**config.mk**
```make
export PLATFORM = sky130hd
export DESIGN_NAME = rand_clk_skipper
export DESIGN_NICKNAME = d
export VERILOG_FILES = /design/src/rtl/rcs_pkg.sv /design/src/rtl/rcs_src_div.sv /design/src/rtl/rcs_skip_window.sv /design/src/rtl/rand_clk_skipper.sv
export SDC_FILE = /design/constraint.sdc
export NUM_CORES = 1
export LEC_CHECK = 0
export CAP_MARGIN = 10
export CORE_MARGIN = 2
export CORE_UTILIZATION = 50
export DETAILED_ROUTE_END_ITERATION = 16
export PLACE_DENSITY = 0.64
export SLEW_MARGIN = 15
export SYNTH_ARGS = -nofsm -noshare
export SYNTH_HDL_FRONTEND = slang
export SYNTH_SLANG_ARGS = --single-unit
```
**constraint.sdc**
```tcl
create_clock -name clk -period 73 [get_ports clk]
set_input_delay 21.9 -clock clk [delete_from_list [all_inputs] [get_ports clk]]
set_output_delay 21.9 -clock clk [all_outputs]
set_load 0.05 [all_outputs]
```
**src/rtl/rcs_pkg.sv**
```systemverilog
package rcs_pkg;

    // Which clock source feeds the divider
    typedef enum logic {
        SRC_PLL = 1'b0,
        SRC_OSC = 1'b1
    } src_e;

    localparam int unsigned DEF_LFSR_W = 16;
    localparam int unsigned DEF_DIV_W  = 8;
    localparam int unsigned DEF_WIN_W  = 8;

    // Feedback taps at bits 15, 13, 12 and 10 of the 16-bit register
    localparam logic [DEF_LFSR_W-1:0] DEF_TAPS     = 16'hB400;
    // Replacement for an all-zero seed
    localparam logic [DEF_LFSR_W-1:0] DEF_FALLBACK = 16'hACE1;

endpackage

```
**src/rtl/rcs_src_div.sv**
```systemverilog
module rcs_src_div
    import rcs_pkg::*;
#(
    parameter int unsigned DIV_W = DEF_DIV_W
) (
    input  logic             clk,
    input  logic             rst_n,
    input  src_e             src_sel,
    input  logic             pll_tick,
    input  logic             osc_tick,
    input  logic [DIV_W-1:0] ratio,
    input  logic             restart,
    output logic             sel_tick,
    output logic             div_hit
);

    localparam logic [DIV_W-1:0] ONE = DIV_W'(1);

    typedef struct packed {
        logic [DIV_W-1:0] cnt;
    } div_st_t;

    div_st_t          st_d, st_q;
    logic [DIV_W-1:0] ratio_eff;

    always_comb begin
        st_d      = st_q;
        div_hit   = 1'b0;
        sel_tick  = (src_sel == SRC_OSC) ? osc_tick : pll_tick;
        ratio_eff = (ratio == '0) ? ONE : ratio;

        if (restart) begin
            st_d.cnt = '0;
        end else if (sel_tick) begin
            // >= keeps the divider sane when the ratio shrinks mid-count
            if (st_q.cnt >= ratio_eff - ONE) begin
                div_hit  = 1'b1;
                st_d.cnt = '0;
            end else begin
                st_d.cnt = st_q.cnt + ONE;
            end
        end
    end

    always_ff @(posedge clk or negedge rst_n) begin
        if (!rst_n) begin
            st_q <= '0;
        end else begin
            st_q <= st_d;
        end
    end

endmodule

```
**src/rtl/rcs_skip_window.sv**
```systemverilog
module rcs_skip_window
    import rcs_pkg::*;
#(
    parameter int unsigned              LFSR_W   = DEF_LFSR_W,
    parameter int unsigned              WIN_W    = DEF_WIN_W,
    parameter logic [LFSR_W-1:0]        TAPS     = DEF_TAPS,
    parameter logic [LFSR_W-1:0]        FALLBACK = DEF_FALLBACK
) (
    input  logic              clk,
    input  logic              rst_n,
    input  logic              div_hit,
    input  logic              rand_en,
    input  logic [WIN_W-1:0]  win_len,
    input  logic              seed_load,
    input  logic [LFSR_W-1:0] seed,
    output logic              en,
    output logic [LFSR_W-1:0] lfsr_o
);

    localparam logic [WIN_W-1:0] ONE     = WIN_W'(1);
    localparam logic [WIN_W-1:0] MIN_WIN = WIN_W'(2);

    typedef struct packed {
        logic [WIN_W-1:0]  win_cnt;
        logic [WIN_W-1:0]  tgt;
        logic [LFSR_W-1:0] lfsr;
        logic              en;
    } win_st_t;

    win_st_t           st_d, st_q;
    logic [WIN_W-1:0]  win_eff;
    logic [LFSR_W-1:0] seed_eff;
    logic [LFSR_W-1:0] lfsr_nxt;
    logic              skip;
    logic              wrap;

    function automatic logic [LFSR_W-1:0] lfsr_step(input logic [LFSR_W-1:0] v);
        return {v[LFSR_W-2:0], ^(v & TAPS)};
    endfunction

    function automatic logic [WIN_W-1:0] reduce(input logic [LFSR_W-1:0] v,
                                                input logic [WIN_W-1:0]  w);
        logic [LFSR_W-1:0] rem;
        rem = v % LFSR_W'(w);
        return rem[WIN_W-1:0];
    endfunction

    always_comb begin
        st_d     = st_q;
        st_d.en  = 1'b0;
        skip     = 1'b0;
        wrap     = 1'b0;
        win_eff  = (win_len < MIN_WIN) ? MIN_WIN : win_len;
        seed_eff = (seed == '0) ? FALLBACK : seed;
        lfsr_nxt = lfsr_step(st_q.lfsr);

        if (seed_load) begin
            st_d.lfsr    = seed_eff;
            st_d.tgt     = reduce(seed_eff, win_eff);
            st_d.win_cnt = '0;
        end else if (div_hit) begin
            skip    = rand_en && (st_q.win_cnt == st_q.tgt);
            wrap    = (st_q.win_cnt >= win_eff - ONE);
            st_d.en = !skip;
            if (wrap) begin
                st_d.win_cnt = '0;
                st_d.lfsr    = lfsr_nxt;
                st_d.tgt     = reduce(lfsr_nxt, win_eff);
            end else begin
                st_d.win_cnt = st_q.win_cnt + ONE;
            end
        end
    end

    always_ff @(posedge clk or negedge rst_n) begin
        if (!rst_n) begin
            st_q.win_cnt <= '0;
            st_q.tgt     <= '0;
            st_q.lfsr    <= FALLBACK;
            st_q.en      <= 1'b0;
        end else begin
            st_q <= st_d;
        end
    end

    assign en     = st_q.en;
    assign lfsr_o = st_q.lfsr;

endmodule

```
**src/rtl/rand_clk_skipper.sv**
```systemverilog
module rand_clk_skipper
    import rcs_pkg::*;
#(
    parameter int unsigned       LFSR_W        = DEF_LFSR_W,
    parameter int unsigned       DIV_W         = DEF_DIV_W,
    parameter int unsigned       WIN_W         = DEF_WIN_W,
    parameter logic [LFSR_W-1:0] LFSR_TAPS     = DEF_TAPS,
    parameter logic [LFSR_W-1:0] SEED_FALLBACK = DEF_FALLBACK
) (
    input  logic              clk,
    input  logic              rst_n,
    input  logic              src_sel,
    input  logic              pll_tick,
    input  logic              osc_tick,
    input  logic [DIV_W-1:0]  div_ratio,
    input  logic [WIN_W-1:0]  win_len,
    input  logic              rand_en,
    input  logic              seed_valid,
    input  logic [LFSR_W-1:0] seed,
    output logic              eng_clk_en
);

    src_e              sel_e;
    logic              sel_tick;
    logic              div_hit;
    logic [LFSR_W-1:0] lfsr_cur;

    assign sel_e = src_e'(src_sel);

    rcs_src_div #(
        .DIV_W (DIV_W)
    ) u_div (
        .clk      (clk),
        .rst_n    (rst_n),
        .src_sel  (sel_e),
        .pll_tick (pll_tick),
        .osc_tick (osc_tick),
        .ratio    (div_ratio),
        .restart  (seed_valid),
        .sel_tick (sel_tick),
        .div_hit  (div_hit)
    );

    rcs_skip_window #(
        .LFSR_W   (LFSR_W),
        .WIN_W    (WIN_W),
        .TAPS     (LFSR_TAPS),
        .FALLBACK (SEED_FALLBACK)
    ) u_win (
        .clk       (clk),
        .rst_n     (rst_n),
        .div_hit   (div_hit),
        .rand_en   (rand_en),
        .win_len   (win_len),
        .seed_load (seed_valid),
        .seed      (seed),
        .en        (eng_clk_en),
        .lfsr_o    (lfsr_cur)
    );

endmodule

```
* Word-level counts from Yosys, hierarchy flattened
Index checks and enable logic that the tools add are counted. Widths: inputs -> output; s select.
Word-level totals: logic and storage cells 39, input bits 39, output and inout bits 1, register bits 41
Cells by class: multiplexer cells 15, equal/unequal tests 1, reduce and logical (&&, ||, !) cells 9, $lt $le $gt $ge 3, $add $sub $neg 4, div/mod/pow operators 2
Operators by type and width (number):
- $mux 8 | 6
- $mux 33 | 1
- $mod 16x8->16 | 2
- $mux 32 | 1
- $mux 24 | 1
- $add 8x1->8 const B | 2
- $ge 8x8->1 | 2
- $logic_not 16->1 | 1
- $mux 16 | 1
- $reduce_xor 16->1 | 1
- $sub 8x1->8 const B | 2
- $eq 8x8->1 | 1
- $logic_not 8->1 | 1
- $lt 8x2->1 const B | 1
- $reduce_bool 2->1 | 3
- $mux 1 | 5
- $reduce_and 2->1 | 1
- $logic_and 1x1->1 | 1
- $logic_not 1->1 | 1

* Depth between registers and ports, before layout
depth after elaboration 9, mapped depth 156, gate-level depth less buffers 147

* Hierarchy
A second synthesis with hierarchy kept.
Second synthesis, totals: cells, all modules 1860, area total of the unflattened synthesis 14159.8 um^2
By module, submodules not included:
- rcs_skip_window | instances 1, area each 13386.6 um^2, cells an instance 1775, sequential area each 835.8 um^2
- rcs_src_div | instances 1, area each 773.2 um^2, cells an instance 85, sequential area each 200.2 um^2

* Worst setup path before layout
No wires, ideal clock.
path type input to register, start in win_len[5], end reg u_win.st_q[17] (netlist name), setup slack 19.984 ns, arrival 52.890 ns, required time 72.874 ns, library setup time 0.126 ns, path buffers 8, stages on the path 144, cells stage by stage buf_4 > nor4_2 > nand2_1 > o21ai_0 > ha_1 > or4b_1 > a211oi_2 > nor2_1 > ha_1 > o211ai_1 > a211o_1 > nor2_1 > nor2_1 > ha_1 > or3_1 > o221ai_2 > o211ai_1 > and2_1 > [108 not listed] > mux2_2 > ha_1 > nor2b_1 > o21ai_0 > nand2b_1 > a21o_1 > a21oi_1 > o21ai_0 > a21o_1 > a21oi_1 > nand2_1 > nor3_1 > nand4_1 > nor4_4 > or2_1 > buf_4 > o21ai_1 > a221o_1
On the way: cells in the longest elaborated chain, start to end 6, elaborated cells on any way between the ends 11, classes of those cells 1 x add/sub; 2 x div; 2 x order compare; 4 x mux; 2 x reduce/logical
RTL lines:
- from (decl) | line rand_clk_skipper.sv:16 | input logic [WIN_W-1:0] win_len,
- $lt 8x2->1 | line rcs_skip_window.sv:53 | win_eff = (win_len < MIN_WIN) ? MIN_WIN : win_len;
- $mux 8 * | line rcs_skip_window.sv:53
- $mod 16x8->16 or $sub 8x1->8 (tied branches) | line rcs_skip_window.sv:44, rcs_skip_window.sv:63
- $mux 24 or $ge 8x8->1 (tied branches) | line rcs_skip_window.sv:65, rcs_skip_window.sv:63
- $mux 33 or $reduce_bool 2->1 (tied branches)
- $mux 32 or $reduce_and 2->1 (tied branches)
- to (signal assigned) | line rcs_skip_window.sv:82 | st_q <= st_d;
- to (decl) | line rcs_skip_window.sv:30 | win_st_t st_d, st_q;
Every way passes the cells marked *; elsewhere a longest branch is shown, timed or not. The select of a mux whose other input is x is not followed. A chain may end at the register's enable or synchronous reset.

* Worst setup path in the final report
start in win_len[7], end reg u_win.st_q[22] (netlist name)
The elaborated chain is that of the path after synthesis.

==> key figures <==
Outcome
  – Status: completed

Finish
  – FILL cells: 2733
  – Most frequent cells in the layout: ha_1, nor2_1, a21oi_1, nand2_1, o21ai_0
  – Area Growth Syn to Fin: 6.08%
  – Layout cells sized above 1: a little under a tenth
  – Final nets: 2154
  – Finished Cell Area: roughly 15000 um2
  – Most common cell after layout, fill and taps aside: ha_1
  – Antenna diode count: 0

Placement
  – Input/output buffers: 39
  – Cell Area, Placed: between 15000 and 20000 um2
  – Routability cong.: 0.935
  – DP HPWL: around 34000 um
  – Post-place setup slack: about 17 ns

Clock tree
  – Post_cts resized: 0
  – Root buf cell: clkbuf_16
  – Postcts setup bufs: 0
  – Hold-fix buffers, CTS: 0
  – Clock Tree Buf Depth: 2
  – Worst-skew pair later-pin latency: 0.29 ns
  – Clk sinks: slightly above 40
  – CTS Buf Count: 5
  – CTS tree: built
  – # H-tree levels: 2
  – CTS clock-pin slew for the worst setup and hold paths: about 0.060 ns

Synth
  – Number of synthesized flops with an enable pin: 0
  – Yosys warns: 0
  – Largest family of logic cells by synthesized area: compound AO/OA/AOI/OAI gates
  – Synth Area in Compound Gates: between 30% and 40%
  – Top area cells in the synthesized netlist: ha_1, dfrtp_1, o21a_1, a21oi_1, nor2_1
  – Post-Syn Instances: around 1900
  – Most used DFF post-synth: dfrtp_1
  – Synthesis-stage register bit count: 41
  – Syn nets: about 2200
  – Adder-cell share of the synthesized area: 19.7%
  – Xor and xnor area share after synthesis: under 10%
  – Top-area cell type share of the netlist area: 19.3%
  – Distinct cells, synth: approximately 120
  – Simple-Gate Fraction of Synth Area: 23.1%
  – Post-synth ARST share: 100%
  – Seq/Total Area, Yosys: ~7%
  – Dominant cell type by area after synthesis: ha_1
  – Cell Area, Synth: 14400 um2
  – Syn_area_per_cell: roughly 7.6 um2
  – Mux share of post-synthesis cell area: 6.35%

Timing
  – Post-route setup slack: 16.62 ns
  – Worst Hold Slack: about 0.53 ns
  – Final Max Tran Viols: 0
  – Min Tclk post-route: ~56 ns
  – Final worst-path cycle share: between 70% and 80%
  – Fin. Hold Viols: 0
  – RSZ-0062 raised after global routing: no
  – Worst-margin pin slew: 1.06 ns
  – Fmax: roughly 0.018 GHz
  – Final setup vio count: 0
  – Relative slew slack: 28.8%
  – Setup TNS: 0 ns
  – Clock Skews: 0.00570 ns

Critical path
  – Worst path slowest cell: clkdlybuf4s50_1
  – Worst path required time: roughly 73 ns
  – Crit-path max FO: 32
  – Setup CP Type: primary input to register
  – Critical Path Start Type: primary input
  – Max stage delay on crit path: 0.79 ns
  – Worst EP arrival: 56.55 ns
  – Critical Path Sink Type: register
  – Most frequent cell on the critical path: o21a_1

Detailed routing
  – DRT antenna net count: 0
  – Total DRC errors in the routed layout: 0
  – WL/cell: approximately 19 um
  – Final WL: about 43000 um
  – Drt first pass iters: 5
  – First DRT Iteration DRCs: roughly 1200
  – DR vias: 14700
  – DR vias/cell: roughly 6.4

GRT
  – Total GRT Usage: between 20 and 30%
  – First-pass GRT wire length: just over 70000 um
  – Largest net degree at the start of global routing: 47
  – Vias in the first global route: between 10000 and 15000
  – Overflow after GRT: 0
  – Initial antenna violation count: 0

Die
  – Die H: between 150 and 200 um
  – Starting Density: between 50 and 60%
  – Row cnt: 62
  – Core area: ~29000 um2
  – I/O pins: 40
  – Die W: about 170 um
  – Die area: around 30000 um2

Run
  – Max_cap viols: 0

Min path
  – Worst Hold Class: register to register
routing by layer:
| metal | vias to the layer above | part of all wire [%] | GRT usage [%] |
|---|---|---|---|
| li1 | 7262 | - | - |
| met1 | 6908 | 47 | 38.7 |
| met2 | 418 | 45 | 46.8 |
| met3 | 70 | 5.5 | 2.39 |
| met4 | 0 | 2.4 | 7.46 |
| met5 | - | 0 | 0 |
worst paths after layout:
check                                  end  cells after the start             start  slack, ns
max reg2reg                 u_win.st_q[17]                    135  u_win.lfsr_o[13]      40.17
min in group asynchronous         u_win.en                      1             rst_n      21.77
min                          u_div.st_q[6]                      1     u_div.st_q[6]       0.53
max                         u_win.st_q[22]                    134        win_len[7]      16.62
min reg2reg                  u_div.st_q[6]                      1     u_div.st_q[6]       0.53
max in group asynchronous  u_win.lfsr_o[4]                      1             rst_n      50.63
through the flow:
stage	util, %	cells
after floorplan	-	1891
after global placement	52.9	2268
after detailed placement	52.9	2268
after CTS	53.5	2276
after global routing	53.5	2276
final	53.5	2276
worst max-delay path, delay by kind of cell:
kind                     cells  cell delay (ns)
AO/OA/AOI/OAI               80            18.73
adder cells (fa/ha/maj)     15             4.58
buffers and inverters        3             1.37
multiplexers                 4             1.10
AND/OR/NAND/NOR             32             8.72
synthesized netlist by cell type (24+ instances only):
library cell    n
ha_1          222
nor2_1        158
a21oi_1       123
nand2_1       121
o21ai_0       117
nor3_1         99
o21a_1         93
xnor2_1        62
inv_1          56
mux2_2         52
a21o_1         50
xor2_1         47
nand2b_1       41
clkbuf_1       38
o211ai_1       36
dfrtp_1        33
o31ai_1        32
nand3_1        30
a22oi_1        27
mux2i_1        25
or2_2          24
kinds of logic after synthesis:
kind of cell    count (synthesis)
compound gates                678
xor+xnor                      110
fa+ha+maj                     226
buf+inv                       117
flops                          41
mux                            82
simple gates                  637
state kept, by name (all words and copies together), names as in the netlist:
register	count
u_win.st_q	16
u_win.lfsr_o	16
u_win.en	1
u_div.st_q	8
layout make-up:
| cell class | instances | area, um2 | area share (%) |
|---|---|---|---|
| Inverter | 57 | 214 | 1.40 |
| Clock buffer | 7 | 143 | 0.934 |
| Clock inverter | 1 | 7.51 | 0.0492 |
| Multi-Input combinational cell | 1733 | 12900 | 84.5 |
| Sequential cell | 41 | 1040 | 6.78 |
| Timing Repair Buffer | 53 | 490 | 3.21 |
| Tap cell | 384 | 480 | 3.15 |
Power is not shown: default switching activity piles up to over one toggle a cycle in this logic, so the estimate is an artifact.
